File: src/rtl/packed8_addsub.sv
`timescale 1ns/1ps
module packed8_addsub #(
  parameter int XLEN = 32
) (
  input  logic            clk,
  input  logic            rst_n,
  input  logic [31:0]     insn,
  input  logic [XLEN-1:0] src_a,
  input  logic [XLEN-1:0] src_b,
  input  logic            sat_clr,
  output logic [XLEN-1:0] result,
  output logic            valid,
  output logic            sat_flag
);
  localparam int LANES = XLEN / 8;
  localparam logic [6:0] OPC = 7'b1110111;
  localparam logic [XLEN-1:0] MSBS = {LANES{8'h80}};

  logic [6:0] f7;
  logic grp, is_sub, m_wrap, m_sh, m_uh, m_ss, m_us;
  logic unused_fields;

  assign f7     = insn[31:25];
  assign grp    = (insn[6:0] == OPC) && (insn[14:12] == 3'b000);
  assign is_sub = f7[0];
  assign m_wrap = grp && (f7[6:1] == 6'b010010);
  assign m_sh   = grp && (f7[6:1] == 6'b000010);
  assign m_uh   = grp && (f7[6:1] == 6'b001010);
  assign m_ss   = grp && (f7[6:1] == 6'b000110);
  assign m_us   = grp && (f7[6:1] == 6'b001110);
  assign valid  = m_wrap | m_sh | m_uh | m_ss | m_us;
  assign unused_fields = ^{insn[24:15], insn[11:7]};

  logic [XLEN-1:0] w_add, w_sub;
  assign w_add = ((src_a & ~MSBS) + (src_b & ~MSBS)) ^ ((src_a ^ src_b) & MSBS);
  assign w_sub = ((src_a | MSBS) - (src_b & ~MSBS)) ^ (~(src_a ^ src_b) & MSBS);

  logic [XLEN-1:0] hs_v, hu_v, ss_v, us_v;
  logic [LANES-1:0] ss_c, us_c;

  for (genvar i = 0; i < LANES; i++) begin : g_lane
    logic [8:0] sa, sb, ua, ub, sr, ur;
    assign sa = {src_a[8*i+7], src_a[8*i +: 8]};
    assign sb = {src_b[8*i+7], src_b[8*i +: 8]};
    assign ua = {1'b0, src_a[8*i +: 8]};
    assign ub = {1'b0, src_b[8*i +: 8]};
    assign sr = is_sub ? sa - sb : sa + sb;
    assign ur = is_sub ? ua - ub : ua + ub;
    assign hs_v[8*i +: 8] = sr[8:1];
    assign hu_v[8*i +: 8] = ur[8:1];
    assign ss_c[i] = sr[8] ^ sr[7];
    assign ss_v[8*i +: 8] = ss_c[i] ? (sr[8] ? 8'h80 : 8'h7F) : sr[7:0];
    assign us_c[i] = ur[8];
    assign us_v[8*i +: 8] = us_c[i] ? (is_sub ? 8'h00 : 8'hFF) : ur[7:0];
  end

  always_comb begin
    result = '0;
    if (m_wrap)    result = is_sub ? w_sub : w_add;
    else if (m_sh) result = hs_v;
    else if (m_uh) result = hu_v;
    else if (m_ss) result = ss_v;
    else if (m_us) result = us_v;
  end

  logic clamp;
  assign clamp = (m_ss && |ss_c) || (m_us && |us_c);

  always_ff @(posedge clk or negedge rst_n) begin
    if (!rst_n)       sat_flag <= 1'b0;
    else if (sat_clr) sat_flag <= 1'b0;
    else if (clamp)   sat_flag <= 1'b1;
  end


  wrong_opcode_chk: assert property (@(posedge clk) disable iff (!rst_n)
    (insn[6:0] != OPC || insn[14:12] != 3'b000) |-> (!valid && result == '0));

  flag_sticky_chk: assert property (@(posedge clk) disable iff (!rst_n)
    (sat_flag && !sat_clr) |=> sat_flag);

  flag_clear_chk: assert property (@(posedge clk) disable iff (!rst_n)
    sat_clr |=> !sat_flag);

  flag_cause_chk: assert property (@(posedge clk) disable iff (!rst_n)
    $rose(sat_flag) |-> $past(valid && (m_ss || m_us)));

  flag_hold_chk: assert property (@(posedge clk) disable iff (!rst_n)
    (!sat_clr && !(m_ss || m_us)) |=> $stable(sat_flag));

  wrap_lane_chk: assert property (@(posedge clk) disable iff (!rst_n)
    (m_wrap && !is_sub) |-> (result[7:0] == 8'(src_a[7:0] + src_b[7:0])));
endmodule

File: config.mk
export PLATFORM = sky130hd
export DESIGN_NAME = packed8_addsub
export DESIGN_NICKNAME = d
export VERILOG_FILES = /design/src/rtl/packed8_addsub.sv
export SDC_FILE = /design/constraint.sdc
export NUM_CORES = 1
export LEC_CHECK = 0
export BUFFER_PORTS_ARGS = -buffer_cell sky130_fd_sc_hd__buf_2
export CORE_MARGIN = 5
export CORE_UTILIZATION = 50
export DETAILED_ROUTE_END_ITERATION = 8
export GPL_TIMING_DRIVEN = 0
export MAX_ROUTING_LAYER = met4
export PLACE_DENSITY_LB_ADDON = 0.05
export SLEW_MARGIN = 0
export SYNTH_ARGS = -nofsm -noshare
export SYNTH_HDL_FRONTEND = slang
export SYNTH_SLANG_ARGS = --single-unit
File: constraint.sdc
create_clock -name clk -period 5.55 [get_ports clk]
set_clock_uncertainty 0.05 [all_clocks]
set_input_delay 0.555 -clock clk [delete_from_list [all_inputs] [get_ports clk]]
set_output_delay 0.555 -clock clk [all_outputs]
set_load 0.05 [all_outputs]
[Word-level counts from Yosys, hierarchy flattened]
Index checks and enable logic that the tools add are counted.
Storage, ports and cells
  register bits: 1
  logic and storage cells: 79
  output and inout bits: 34
Operators by class
  eq/ne operators: 6
  bitwise operators: 12
  muxes and demuxes: 29
  add/subtract/negate cells: 18
  reduce and logical (&&, ||, !) cells: 13
Operator list (count)
  two-way mux 32 bit: 6
  two-way mux 8 bit: 13
  bitwise XOR 32 bit: 3
  adder 8 x 8 -> 9 bit: 8
  two-way mux 9 bit: 8
  subtractor 8 x 8 -> 9 bit: 8
  adder 31 x 31 -> 32 bit: 1
  inverter 32 bit: 1
  subtractor 32 x 31 -> 32 bit: 1
  == test 6 x 4 -> 1 bit (second input constant): 2
  logical AND 1 bit: 8
  OR reduction 4 bit: 2
  == test 7 bit (second input constant): 1
  == test 6 x 2 -> 1 bit (second input constant): 1
  == test 6 x 3 -> 1 bit (second input constant): 1
  == test 6 x 5 -> 1 bit (second input constant): 1
  bitwise OR 1 bit: 4
  bitwise XOR 1 bit: 4
  zero test 3 bit: 1
  two-way mux 1 bit: 2
  nonzero test 2 bit: 1
  logical OR 1 bit: 1

[Longest topological paths before layout]
Gate-level depths: netlist of run 1.
  depth after elaboration: 8
  mapped depth: 21

[Least setup slack after synthesis of run 1]
Ideal clock, no wire load.
  kind: input to output
  from: input insn[25]
  to: output result[13]
  data arrival time: 5524 ps
  setup slack: -579 ps
  stages on the path: 18
  path buffers: 5
  required time: 4945 ps
  cells stage by stage: buf_2 -> buf_2 -> buf_1 -> buf_1 -> clkbuf_1 -> nor2_1 -> xnor2_1 -> ha_1 -> nor2b_1 -> o2111ai_1 -> a21o_1 -> and3_1 -> or2_2 -> ha_1 -> nor3_2 -> a21o_1 -> nand2_1 -> a222oi_1
On the way
  cells in the longest elaborated chain, start to end: 7
RTL lines
  from (decl): RTL line 7  | input logic [31:0] insn,
  two-way mux 9 bit (tied with other cells): RTL line 48  | assign ur = is_sub ? ua - ub : ua + ub;
  two-way mux 8 bit (tied with other cells): RTL line 54  | assign us_v[8*i +: 8] = us_c[i] ? (is_sub ? 8'h00 : 8'hFF) : ur[7:0];
  two-way mux 32 bit / two-way mux 8 bit (equally long branches): RTL line 63, 52
  two-way mux 32 bit: RTL line 62  | else if (m_ss) result = ss_v;
  two-way mux 32 bit: RTL line 61  | else if (m_uh) result = hu_v;
  two-way mux 32 bit: RTL line 60  | else if (m_sh) result = hs_v;
  two-way mux 32 bit *: RTL line 59  | if (m_wrap) result = is_sub ? w_sub : w_add;
  to (decl): RTL line 11  | output logic [XLEN-1:0] result,
Mark *: on every way between the ends. The rest lies on a longest branch, timed or not.

[Worst setup path after layout of run 1]
Same ends and word-level chain as after synthesis.

==> flow_results.xml, run 1 <==
<?xml version="1.0" encoding="UTF-8"?>
<metrics>
  <group name="routing">
    <metric name="remaining_drc_errors" unit="">0</metric>
    <metric name="residual_antenna_violating_net_count_after_detailed_routing" unit="">0</metric>
    <metric name="dr_total_vias" unit="">6575</metric>
    <metric name="detail_route.vias_per_cell" unit="">6.04</metric>
    <metric name="wl_per_cell" unit="um">17.7</metric>
    <metric name="detail_route.iter0.violations" unit="">555</metric>
    <metric name="wirelength" unit="um">19200</metric>
    <metric name="drt-pass1-iter-count" unit="">7</metric>
  </group>
  <group name="finish">
    <metric name="layout.cell_area.non_filler" unit="um^2">6670</metric>
    <metric name="largest_register" unit="">sat_flag</metric>
    <metric name="final_layout_size_suffix_gt1_frac" unit="">0.165</metric>
    <metric name="finalNetCount" unit="">1151</metric>
    <metric name="largest_register_ff_count" unit="">1</metric>
    <metric name="filler_cell_count" unit="">1114</metric>
    <metric name="largest_registers" unit="">sat_flag: 1 flops</metric>
    <metric name="areaGrowthSynthToFinish" unit="%">15.0</metric>
  </group>
  <group name="logic_synthesis">
    <metric name="synthCells" unit="">829</metric>
    <metric name="top_ff_cell_synth" unit="">sky130_fd_sc_hd__dfrtp_1</metric>
    <metric name="yosysWarningCount" unit="">0</metric>
    <metric name="synth_top_area_share" unit="">0.203</metric>
    <metric name="synthArstFlopShare" unit="">1.00</metric>
    <metric name="netlist_area" unit="um^2">5800</metric>
    <metric name="ranking_of_synthesized_cells_by_area" unit="">sky130_fd_sc_hd__ha_1 (20%), sky130_fd_sc_hd__xnor2_1 (11%), sky130_fd_sc_hd__a21oi_1 (7.9%)</metric>
    <metric name="netlist.top_cell.by_area" unit="">sky130_fd_sc_hd__ha_1</metric>
    <metric name="synth.avg_cell_area" unit="um^2">6.99</metric>
    <metric name="synth.net_count" unit="">1034</metric>
    <metric name="synth.most_common_cell" unit="">sky130_fd_sc_hd__nor2_1</metric>
    <metric name="post_synth_most_frequent_cells" unit="">sky130_fd_sc_hd__nor2_1 (95), sky130_fd_sc_hd__ha_1 (94), sky130_fd_sc_hd__a21oi_1 (91)</metric>
    <metric name="number_of_synthesized_flops_with_an_enable_pin" unit="">0</metric>
    <metric name="seq_area_frac_synth" unit="">0.00432</metric>
    <metric name="yosys_register_bits" unit="">1</metric>
    <metric name="yosysUniqueCellTypes" unit="">78</metric>
  </group>
  <group name="critical_path">
    <metric name="setup.worst_path.start_class" unit="">input pin</metric>
    <metric name="cp-endpoint" unit="">result[13]</metric>
    <metric name="crit_path_start" unit="">insn[25]</metric>
    <metric name="ff2ff_setup_slack" unit="ns">4.77</metric>
    <metric name="critical_path.reg2reg.endpoint" unit="">sat_flag</metric>
    <metric name="timing.setup.critical_path_class" unit="">input pin to primary output</metric>
    <metric name="worstPathRequired" unit="ns">4.95</metric>
    <metric name="crit_path_end_kind" unit="">primary output</metric>
    <metric name="critical_path.reg2reg.startpoint" unit="">sat_flag</metric>
    <metric name="worst-path-max-fanout" unit="">19</metric>
    <metric name="ff_to_ff_path_depth" unit="">2</metric>
    <metric name="timing.critical_path.arrival" unit="ns">4.69</metric>
  </group>
  <group name="power_and_ir_drop">
    <metric name="ir_drop" unit="mV">0.0813</metric>
    <metric name="leakage" unit="nW">3.14</metric>
    <metric name="power.density" unit="nW/um^2">142</metric>
  </group>
  <group name="global_route">
    <metric name="grt_antenna_before_repair" unit="">1</metric>
    <metric name="grt_pass1_wl" unit="um">31000</metric>
    <metric name="via_count_of_the_first_global_routing_pass" unit="">6316</metric>
    <metric name="overall_track_demand_over_capacity_in_global_routing" unit="">0.268</metric>
    <metric name="grt_max_degree" unit="">11</metric>
    <metric name="grt_overflow_total" unit="">0</metric>
  </group>
  <group name="sta">
    <metric name="rsz0062_at_grt" unit="">false</metric>
    <metric name="finalCritPeriodShare" unit="">0.954</metric>
    <metric name="number_of_endpoints_failing_setup_at_the_final_stage" unit="">0</metric>
    <metric name="timing_worst_slew_pin_value" unit="ns">0.816</metric>
    <metric name="slew-limit-headroom" unit="">0.453</metric>
    <metric name="timing.final.max_slew_violations" unit="">0</metric>
    <metric name="max_freq" unit="MHz">189</metric>
    <metric name="setup_tns" unit="ns">0</metric>
    <metric name="finalWorstPathRequiredPeriod" unit="ns">5.29</metric>
    <metric name="timing.final.hold_violations" unit="">0</metric>
  </group>
  <group name="die">
    <metric name="design.die.area" unit="um^2">13800</metric>
    <metric name="io-pin-count" unit="">133</metric>
    <metric name="die_w" unit="um">118</metric>
    <metric name="standard_cell_core_area" unit="um^2">11400</metric>
    <metric name="initial_core_util" unit="">0.510</metric>
    <metric name="die_height" unit="um">118</metric>
    <metric name="num_rows" unit="">39</metric>
  </group>
  <group name="job">
    <metric name="cap_viol_max_count" unit="">0</metric>
  </group>
  <group name="clocking">
    <metric name="cts_hold_buffers" unit="">0</metric>
    <metric name="clkTransAtPathRegs" unit="ns">0</metric>
    <metric name="clock_latency_of_the_later_clocked_register_in_the_worst_skew_pair" unit="ns">0</metric>
  </group>
  <group name="placement">
    <metric name="placed_area" unit="um^2">6570</metric>
    <metric name="io_buffer_count" unit="">113</metric>
    <metric name="dp_hpwl" unit="um">15900</metric>
    <metric name="gpl.final_weighted_congestion" unit="">0.953</metric>
  </group>
  <group name="run_status">
    <metric name="status" unit="">finished, final reports clean</metric>
  </group>
  <group name="hold_path">
    <metric name="min-delay-path-class" unit="">input pin to async pin</metric>
  </group>
</metrics>
## kinds of logic (layout without fill, tap and decap cells)
logic type,Yosys count,in the layout,share of synthesized area
flops,1,1,0.00432
xor+xnor,95,95,0.144
simple gates,226,226,0.197
buf+inv,103,218,0.0676
fa+ha+maj,107,107,0.246
mux,13,13,0.0233
compound gates,284,284,0.318
other cells,0,1,0
## area by class of cell
class	count	area, um^2	share of cell area
multi-input cells	725	5450	0.817
repair buffers	117	601	0.0901
inverters	71	267	0.0400
well taps	143	179	0.0268
plain buffers	30	146	0.0220
flip-flops and latches	1	25.0	0.00375
diodes	1	2.50	0.000375
## metrics by stage
step / setup slack [ns] / total power, mW / hold slack (ns) / util / cells
6_report: 0.257 / 0.949 / 0.300 / 0.586 / 1088
3_5_place_dp: -0.567 / 0.892 / 0.295 / 0.578 / 1085
4_1_cts: 0.0579 / 0.917 / 0.295 / 0.583 / 1085
3_3_place_gp: -0.379 / 0.862 / 0.296 / 0.578 / 1085
5_1_grt: 0.0245 / 1.04 / 0.302 / 0.586 / 1088
2_1_floorplan: 0.0338 / 0.674 / 0.209 / - / 829
## where the power goes
| part | internal (mW) | total (mW) | switching (mW) | leakage (nW) |
|---|---|---|---|---|
| clock network | 0.000000482 | 0.000000482 | 0 | 0.00000634 |
| logic | 0.396 | 0.941 | 0.545 | 3.13 |
| registers | 0.00742 | 0.00742 | 0.000000477 | 0.0140 |
## cell usage in the layout, fill, tap and decap left out, types with 16 or more instances in the layout
cell type and instances:
sky130_fd_sc_hd__buf_2 113, sky130_fd_sc_hd__a31oi_1 18, sky130_fd_sc_hd__nor2b_1 23, sky130_fd_sc_hd__o21ai_0 47, sky130_fd_sc_hd__xor2_1 23, sky130_fd_sc_hd__inv_1 70, sky130_fd_sc_hd__xnor2_1 70, sky130_fd_sc_hd__o21a_1 16
sky130_fd_sc_hd__ha_1 93, sky130_fd_sc_hd__a21oi_1 91, sky130_fd_sc_hd__nor2_1 94, sky130_fd_sc_hd__nand2_1 33, sky130_fd_sc_hd__clkbuf_1 19
## critical path: stages
cell	delay, ns
sky130_fd_sc_hd__clkbuf_4	0.21
sky130_fd_sc_hd__buf_4	0.21
sky130_fd_sc_hd__buf_6	0.27
sky130_fd_sc_hd__mux2_2	0.40
sky130_fd_sc_hd__fa_1	0.44
sky130_fd_sc_hd__nor2b_1	0.19
sky130_fd_sc_hd__o2111ai_1	0.18
sky130_fd_sc_hd__a21o_1	0.25
sky130_fd_sc_hd__and3_1	0.18
sky130_fd_sc_hd__or2_2	0.33
sky130_fd_sc_hd__ha_4	0.30
sky130_fd_sc_hd__nor3_4	0.31
sky130_fd_sc_hd__a21o_1	0.12
sky130_fd_sc_hd__nand2_1	0.05
sky130_fd_sc_hd__a222oi_1	0.40
sky130_fd_sc_hd__buf_4	0.28
## timing repair
item                                    CTS  global route
buffers inserted                          0             4
endpoints found under the setup margin   20            15
gates resized for setup                  14             4
endpoints found under the hold margin     0             0
gates cloned                              0             0
pin swaps                                 1             4
## how the worst min path moves through the flow
stage	start	end	slack (ns)	depth (start not counted)
2_1_floorplan	rst_n	sat_flag	0.21	0
3_3_place_gp	rst_n	sat_flag	0.30	1
3_5_place_dp	rst_n	sat_flag	0.30	1
4_1_cts	rst_n	sat_flag	0.30	1
5_1_grt	rst_n	sat_flag	0.30	1
6_report	rst_n	sat_flag	0.30	1
## per-layer routing
metal | GRT usage | up-vias | routed length (um)
met5 | - | - | 0
met3 | 0.0245 | 29 | 1320
met1 | 0.348 | 3085 | 8290
met2 | 0.459 | 241 | 9270
met4 | 0.0495 | 0 | 363
li1 | - | 3220 | -
No activity file was read; power rests on OpenSTA's default activity.
==> run 2, diff against run 1 <==
GPL_TIMING_DRIVEN = 1   (was 0)
==> run 2 against run 1 <==
Die area did not move. Sequential share of layout area is essentially flat. Worst setup slack better by 0.20 ns. Register-to-register slack barely moved. Total power shrank 7.6%. Critical path type unchanged.
==> flow_results.xml, run 2 (same netlist as run 1, synthesis figures left out) <==
<?xml version="1.0" encoding="UTF-8"?>
<metrics>
  <group name="job">
    <metric name="cap_viol_max_count" unit="">0</metric>
  </group>
  <group name="global_route">
    <metric name="grt_antenna_before_repair" unit="">0</metric>
    <metric name="grt_overflow_total" unit="">0</metric>
    <metric name="via_count_of_the_first_global_routing_pass" unit="">6116</metric>
    <metric name="grt_pass1_wl" unit="um">28800</metric>
    <metric name="grt_max_degree" unit="">37</metric>
    <metric name="overall_track_demand_over_capacity_in_global_routing" unit="">0.240</metric>
  </group>
  <group name="die">
    <metric name="die_height" unit="um">118</metric>
    <metric name="num_rows" unit="">39</metric>
    <metric name="initial_core_util" unit="">0.510</metric>
    <metric name="io-pin-count" unit="">133</metric>
    <metric name="standard_cell_core_area" unit="um^2">11400</metric>
    <metric name="die_w" unit="um">118</metric>
    <metric name="design.die.area" unit="um^2">13800</metric>
  </group>
  <group name="power_and_ir_drop">
    <metric name="p_sw_frac" unit="">0.574</metric>
    <metric name="leakage" unit="nW">3.10</metric>
    <metric name="power.density" unit="nW/um^2">134</metric>
    <metric name="ir_drop" unit="mV">0.0600</metric>
    <metric name="cell_internal_pwr" unit="mW">0.374</metric>
    <metric name="comb_power_share" unit="">0.992</metric>
    <metric name="clock_power_share" unit="">0</metric>
    <metric name="pwr-share-seq" unit="">0.008</metric>
    <metric name="power.switching" unit="mW">0.503</metric>
  </group>
  <group name="sta">
    <metric name="fin_hold_ws" unit="ns">0.297</metric>
    <metric name="rsz0062_at_grt" unit="">false</metric>
    <metric name="slew-limit-headroom" unit="">0.318</metric>
    <metric name="timing.final.max_slew_violations" unit="">0</metric>
    <metric name="finalWorstPathRequiredPeriod" unit="ns">5.09</metric>
    <metric name="max_freq" unit="MHz">196</metric>
    <metric name="number_of_endpoints_failing_setup_at_the_final_stage" unit="">0</metric>
    <metric name="setup_tns" unit="ns">0</metric>
    <metric name="finalCritPeriodShare" unit="">0.917</metric>
    <metric name="timing_worst_slew_pin_value" unit="ns">1.02</metric>
    <metric name="timing.final.hold_violations" unit="">0</metric>
  </group>
  <group name="critical_path">
    <metric name="critical_path.cell_chain" unit="">buf_2 -&gt; nor3_1 -&gt; a31oi_1 -&gt; xnor2_1 -&gt; ha_1 -&gt; or4_1 -&gt; o22a_1 -&gt; xnor2_1 -&gt; ha_1 -&gt; nor2_1 -&gt; a21oi_1 -&gt; o221ai_1 -&gt; o221a_2 -&gt; buf_2</metric>
    <metric name="crit_path_start" unit="">src_b[3]</metric>
    <metric name="ff2ff_setup_slack" unit="ns">4.77</metric>
    <metric name="timing.critical_path.arrival" unit="ns">4.48</metric>
    <metric name="worst-path-max-fanout" unit="">9</metric>
    <metric name="crit_slowest_cell" unit="">sky130_fd_sc_hd__or4_1</metric>
    <metric name="ff_to_ff_path_depth" unit="">2</metric>
    <metric name="setup.worst_path.start_class" unit="">input pin</metric>
    <metric name="critical_path.reg2reg.endpoint" unit="">sat_flag</metric>
    <metric name="timing.critical_path.slowest_cell_delay" unit="ns">0.53</metric>
    <metric name="critical_path.reg2reg.startpoint" unit="">sat_flag</metric>
    <metric name="cp-endpoint" unit="">result[5]</metric>
    <metric name="timing.setup.critical_path_class" unit="">input pin to primary output</metric>
    <metric name="crit_path_end_kind" unit="">primary output</metric>
    <metric name="worstPathRequired" unit="ns">4.95</metric>
  </group>
  <group name="finish">
    <metric name="n_antenna_cell" unit="">0</metric>
    <metric name="filler_cell_count" unit="">1133</metric>
    <metric name="layout.cell_area.non_filler" unit="um^2">6520</metric>
    <metric name="layout.cells.most_common" unit="">sky130_fd_sc_hd__buf_2</metric>
    <metric name="largest_register" unit="">sat_flag</metric>
    <metric name="final_non_filler_cell_total" unit="">1066</metric>
    <metric name="final_layout_size_suffix_gt1_frac" unit="">0.165</metric>
    <metric name="largest_registers" unit="">sat_flag: 1 flops</metric>
    <metric name="finalNetCount" unit="">1130</metric>
    <metric name="layout.core_utilization" unit="">0.574</metric>
    <metric name="mostFrequentLayoutCells" unit="">sky130_fd_sc_hd__buf_2 (117), sky130_fd_sc_hd__nor2_1 (95), sky130_fd_sc_hd__ha_1 (93)</metric>
    <metric name="largest_register_ff_count" unit="">1</metric>
    <metric name="areaGrowthSynthToFinish" unit="%">12.5</metric>
  </group>
  <group name="placement">
    <metric name="placed_cells_incl_taps" unit="">1066</metric>
    <metric name="dp_hpwl" unit="um">14000</metric>
    <metric name="gpl.final_weighted_congestion" unit="">0.885</metric>
    <metric name="io_buffer_count" unit="">117</metric>
    <metric name="placed_area" unit="um^2">6520</metric>
  </group>
  <group name="routing">
    <metric name="detail_route.vias_per_cell" unit="">5.89</metric>
    <metric name="residual_antenna_violating_net_count_after_detailed_routing" unit="">0</metric>
    <metric name="dr_total_vias" unit="">6280</metric>
    <metric name="remaining_drc_errors" unit="">0</metric>
    <metric name="wl_per_cell" unit="um">15.9</metric>
    <metric name="detail_route.iter0.violations" unit="">353</metric>
    <metric name="drt-pass1-iter-count" unit="">5</metric>
    <metric name="wirelength" unit="um">16900</metric>
  </group>
  <group name="clocking">
    <metric name="cts_hold_buffers" unit="">0</metric>
    <metric name="clkTransAtPathRegs" unit="ns">0</metric>
    <metric name="clock_latency_of_the_later_clocked_register_in_the_worst_skew_pair" unit="ns">0</metric>
    <metric name="postCtsSetupBuffers" unit="">0</metric>
    <metric name="postCtsResizedCells" unit="">0</metric>
  </group>
  <group name="run_status">
    <metric name="status" unit="">finished, final reports clean</metric>
  </group>
  <group name="hold_path">
    <metric name="min-delay-path-class" unit="">input pin to async pin</metric>
  </group>
</metrics>
==> run 2: worst min-delay path by stage <==
stage,end
global placement,sat_flag
finish,sat_flag
CTS,sat_flag
floorplan,sat_flag
detailed placement,sat_flag
global route,sat_flag
==> run 2: layout make-up <==
type	instances	area [um^2]	area share
multi-input combinational	725	5400	0.828
sequential	1	25.0	0.00384
tap	143	179	0.0274
inverter	71	267	0.0409
timing repair buffer	126	653	0.100
==> run 2: power by group through the flow <==
stage	registers (mW)	clock network (mW)	logic [mW]
final	0.00742	0	0.869
after global placement	0.00742	0	0.838
after CTS	0.00742	0	0.866
after global routing	0.00742	0	0.973
after floorplan	0.00743	0	0.667
after detailed placement	0.00742	0	0.861
==> run 2: critical path: cells and delay by family <==
family                     cells  cell delay [ns]
xor gates and xnor gates       2             0.54
adders and majority gates      2             0.59
buffers and inverters          2             0.40
and+or+nand+nor                3             1.41
AOI/OAI and AO/OA              5             0.99
==> run 2: per-layer routing <==
metal	up-vias	wire [um]	track usage
li1	3167	-	-
met1	2900	7940	0.322
met2	195	7970	0.411
met3	18	867	0.0211
met4	0	129	0.0179
met5	-	0	-
==> run 2: per-stage QoR <==
step | power (mW) | setup WS (ns)
6_report | 0.877 | 0.460
5_1_grt | 0.981 | 0.175
4_1_cts | 0.873 | 0.532
3_5_place_dp | 0.869 | 0.529
3_3_place_gp | 0.845 | 0.671
2_1_floorplan | 0.674 | 0.0338
==> run 3, diff against run 2 <==
SETUP_SLACK_MARGIN = 0.5   (was default)
==> run 3 against run 2 <==
Flip-flop and latch count unchanged. Register-to-register slack hardly changed. Global-route usage is 0.48 points lower. Critical endpoint is now result[21]. Combinational power rose by 3.1%. Via count hardly changed. Largest power group unchanged. Cell count decreased by 0.28%. Utilization up 0.76 points. Maximum frequency rose by 5.8%. First-iteration DRC count grew 30%. Hold slack gained 0.0046 ns. Design area grew 1.3%. Critical path depth rose by 1.
==> flow_results.xml, run 3 (same netlist as run 1, synthesis figures left out) <==
<?xml version="1.0" encoding="UTF-8"?>
<metrics>
  <group name="clocking">
    <metric name="clock_latency_of_the_later_clocked_register_in_the_worst_skew_pair" unit="ns">0</metric>
    <metric name="clkTransAtPathRegs" unit="ns">0</metric>
    <metric name="postCtsSetupBuffers" unit="">0</metric>
  </group>
  <group name="sta">
    <metric name="fin_hold_ws" unit="ns">0.301</metric>
    <metric name="slew-limit-headroom" unit="">0.314</metric>
    <metric name="finalWorstPathRequiredPeriod" unit="ns">4.81</metric>
    <metric name="rsz0062_at_grt" unit="">true</metric>
    <metric name="timing.final.max_slew_violations" unit="">0</metric>
    <metric name="finalCritPeriodShare" unit="">0.867</metric>
    <metric name="number_of_endpoints_failing_setup_at_the_final_stage" unit="">0</metric>
    <metric name="setup_tns" unit="ns">0</metric>
    <metric name="max_freq" unit="MHz">208</metric>
    <metric name="timing_worst_slew_pin_value" unit="ns">1.03</metric>
    <metric name="timing.final.ws_setup" unit="ns">0.738</metric>
    <metric name="timing.final.hold_violations" unit="">0</metric>
  </group>
  <group name="critical_path">
    <metric name="critical_path.reg2reg.startpoint" unit="">sat_flag</metric>
    <metric name="timing.critical_path.slowest_cell_delay" unit="ns">0.43</metric>
    <metric name="worst-path-max-fanout" unit="">9</metric>
    <metric name="ff2ff_setup_slack" unit="ns">4.78</metric>
    <metric name="timing.critical_path.arrival" unit="ns">4.21</metric>
    <metric name="setup.worst_path.start_class" unit="">input pin</metric>
    <metric name="worstPathRequired" unit="ns">4.95</metric>
    <metric name="crit_slowest_cell" unit="">sky130_fd_sc_hd__fa_1</metric>
    <metric name="critical_path.cell_chain" unit="">buf_2 -&gt; inv_1 -&gt; ha_1 -&gt; mux2_2 -&gt; fa_1 -&gt; nor2b_1 -&gt; o21ai_0 -&gt; o21ai_1 -&gt; a31oi_4 -&gt; xnor2_2 -&gt; ha_1 -&gt; nor2_2 -&gt; o21ai_0 -&gt; a31oi_1 -&gt; buf_2</metric>
    <metric name="critical_path.reg2reg.endpoint" unit="">sat_flag</metric>
    <metric name="ff_to_ff_path_depth" unit="">2</metric>
    <metric name="crit_path_end_kind" unit="">primary output</metric>
    <metric name="timing.setup.critical_path_class" unit="">input pin to primary output</metric>
  </group>
  <group name="routing">
    <metric name="detail_route.vias_per_cell" unit="">5.91</metric>
    <metric name="detail_route.iter0.violations" unit="">458</metric>
    <metric name="dr_total_vias" unit="">6284</metric>
    <metric name="remaining_drc_errors" unit="">0</metric>
    <metric name="residual_antenna_violating_net_count_after_detailed_routing" unit="">0</metric>
    <metric name="wl_per_cell" unit="um">16.0</metric>
    <metric name="drt-pass1-iter-count" unit="">7</metric>
    <metric name="wirelength" unit="um">17000</metric>
  </group>
  <group name="finish">
    <metric name="areaGrowthSynthToFinish" unit="%">14.0</metric>
    <metric name="mostFrequentLayoutCells" unit="">sky130_fd_sc_hd__buf_2 (115), sky130_fd_sc_hd__nor2_1 (93), sky130_fd_sc_hd__ha_1 (93)</metric>
    <metric name="largest_registers" unit="">sat_flag: 1 flops</metric>
    <metric name="layout.cells.most_common" unit="">sky130_fd_sc_hd__buf_2</metric>
    <metric name="final_non_filler_cell_total" unit="">1063</metric>
    <metric name="largest_register" unit="">sat_flag</metric>
    <metric name="final_layout_size_suffix_gt1_frac" unit="">0.177</metric>
    <metric name="finalNetCount" unit="">1126</metric>
    <metric name="largest_register_ff_count" unit="">1</metric>
  </group>
  <group name="run_status">
    <metric name="status" unit="">finished, final reports clean</metric>
  </group>
  <group name="power_and_ir_drop">
    <metric name="cell_internal_pwr" unit="mW">0.386</metric>
    <metric name="comb_power_share" unit="">0.992</metric>
    <metric name="leakage" unit="nW">3.11</metric>
    <metric name="ir_drop" unit="mV">0.0660</metric>
    <metric name="clock_power_share" unit="">0</metric>
    <metric name="p_sw_frac" unit="">0.573</metric>
    <metric name="pwr-share-seq" unit="">0.008</metric>
    <metric name="power.switching" unit="mW">0.518</metric>
    <metric name="power.density" unit="nW/um^2">137</metric>
    <metric name="totalPowerFinal" unit="mW">0.903</metric>
  </group>
  <group name="die">
    <metric name="initial_core_util" unit="">0.510</metric>
    <metric name="die_height" unit="um">118</metric>
    <metric name="design.die.area" unit="um^2">13800</metric>
    <metric name="num_rows" unit="">39</metric>
    <metric name="standard_cell_core_area" unit="um^2">11400</metric>
    <metric name="die_w" unit="um">118</metric>
    <metric name="io-pin-count" unit="">133</metric>
  </group>
  <group name="hold_path">
    <metric name="min-delay-path-class" unit="">input pin to async pin</metric>
  </group>
  <group name="global_route">
    <metric name="grt_overflow_total" unit="">0</metric>
    <metric name="grt_pass1_wl" unit="um">28100</metric>
    <metric name="overall_track_demand_over_capacity_in_global_routing" unit="">0.235</metric>
    <metric name="grt_antenna_before_repair" unit="">1</metric>
    <metric name="grt_max_degree" unit="">46</metric>
    <metric name="via_count_of_the_first_global_routing_pass" unit="">6085</metric>
  </group>
  <group name="placement">
    <metric name="io_buffer_count" unit="">117</metric>
    <metric name="pre_cts_ws" unit="ns">0.579</metric>
    <metric name="placed_cells_incl_taps" unit="">1062</metric>
    <metric name="gpl.final_weighted_congestion" unit="">0.866</metric>
    <metric name="dp_hpwl" unit="um">13900</metric>
  </group>
  <group name="job">
    <metric name="cap_viol_max_count" unit="">0</metric>
  </group>
</metrics>
-- run 3: changes by cell type in the layout (fill, tap and decap cells not counted), sizes merged --
cell,previous run,this run
buf,126,122
diode,0,1
-- run 3: how the worst max path moves through the flow --
stage,startpoint,end,slack [ns],depth (start not counted)
6_report,src_b[17],result[21],0.74,15
5_1_grt,src_b[17],result[23],0.49,18
4_1_cts,insn[25],result[21],0.57,13
3_5_place_dp,insn[25],result[21],0.58,13
3_3_place_gp,insn[25],result[21],0.62,13
2_1_floorplan,insn[25],result[13],0.43,16
-- run 3: worst max-delay path: cells and delay by family --
family / cells / cell delay (ns)
fa+ha+maj: 3 / 1.07
compound gates: 5 / 1.03
buf+inv: 3 / 0.55
simple gates: 2 / 0.42
xor+xnor: 1 / 0.29
mux: 1 / 0.28
-- run 3: cell type report --
class | count | area, um^2
Antenna cell | 1 | 2.50
Inverter | 71 | 267
Multi-Input combinational cell | 725 | 5500
Sequential cell | 1 | 25.0
Timing Repair Buffer | 122 | 632
Tap cell | 143 | 179
Fill cell | 1111 | 4760
-- run 3: power groups by stage --
stage	sequential (mW)	combinational [mW]	clock (mW)
3_3_place_gp	0.00742	0.844	0
5_1_grt	0.00742	0.995	0.00000000000327
6_report	0.00742	0.896	0.000000484
3_5_place_dp	0.00742	0.868	0
2_1_floorplan	0.00743	0.680	0
4_1_cts	0.00742	0.873	0
-- run 3: metrics by stage --
step / instance area (um^2) / util
floorplan: 5930 / -
global placement: 6560 / 0.577
detailed placement: 6560 / 0.577
CTS: 6560 / 0.577
global route: 6610 / 0.581
finish: 6610 / 0.581
-- run 3: timing repair --
action / in CTS / in global routing
setup endpoints to repair: 0 / 23
gates resized for setup: 0 / 10
hold buffers: 0 / 0
-- run 3: per-layer routing --
metal | GRT usage | up-vias | share of wire
met5 | - | - | 0
met4 | 0.0330 | 0 | 0.0097
met3 | 0.0202 | 17 | 0.055
met2 | 0.402 | 179 | 0.48
met1 | 0.310 | 2916 | 0.46
li1 | - | 3172 | -
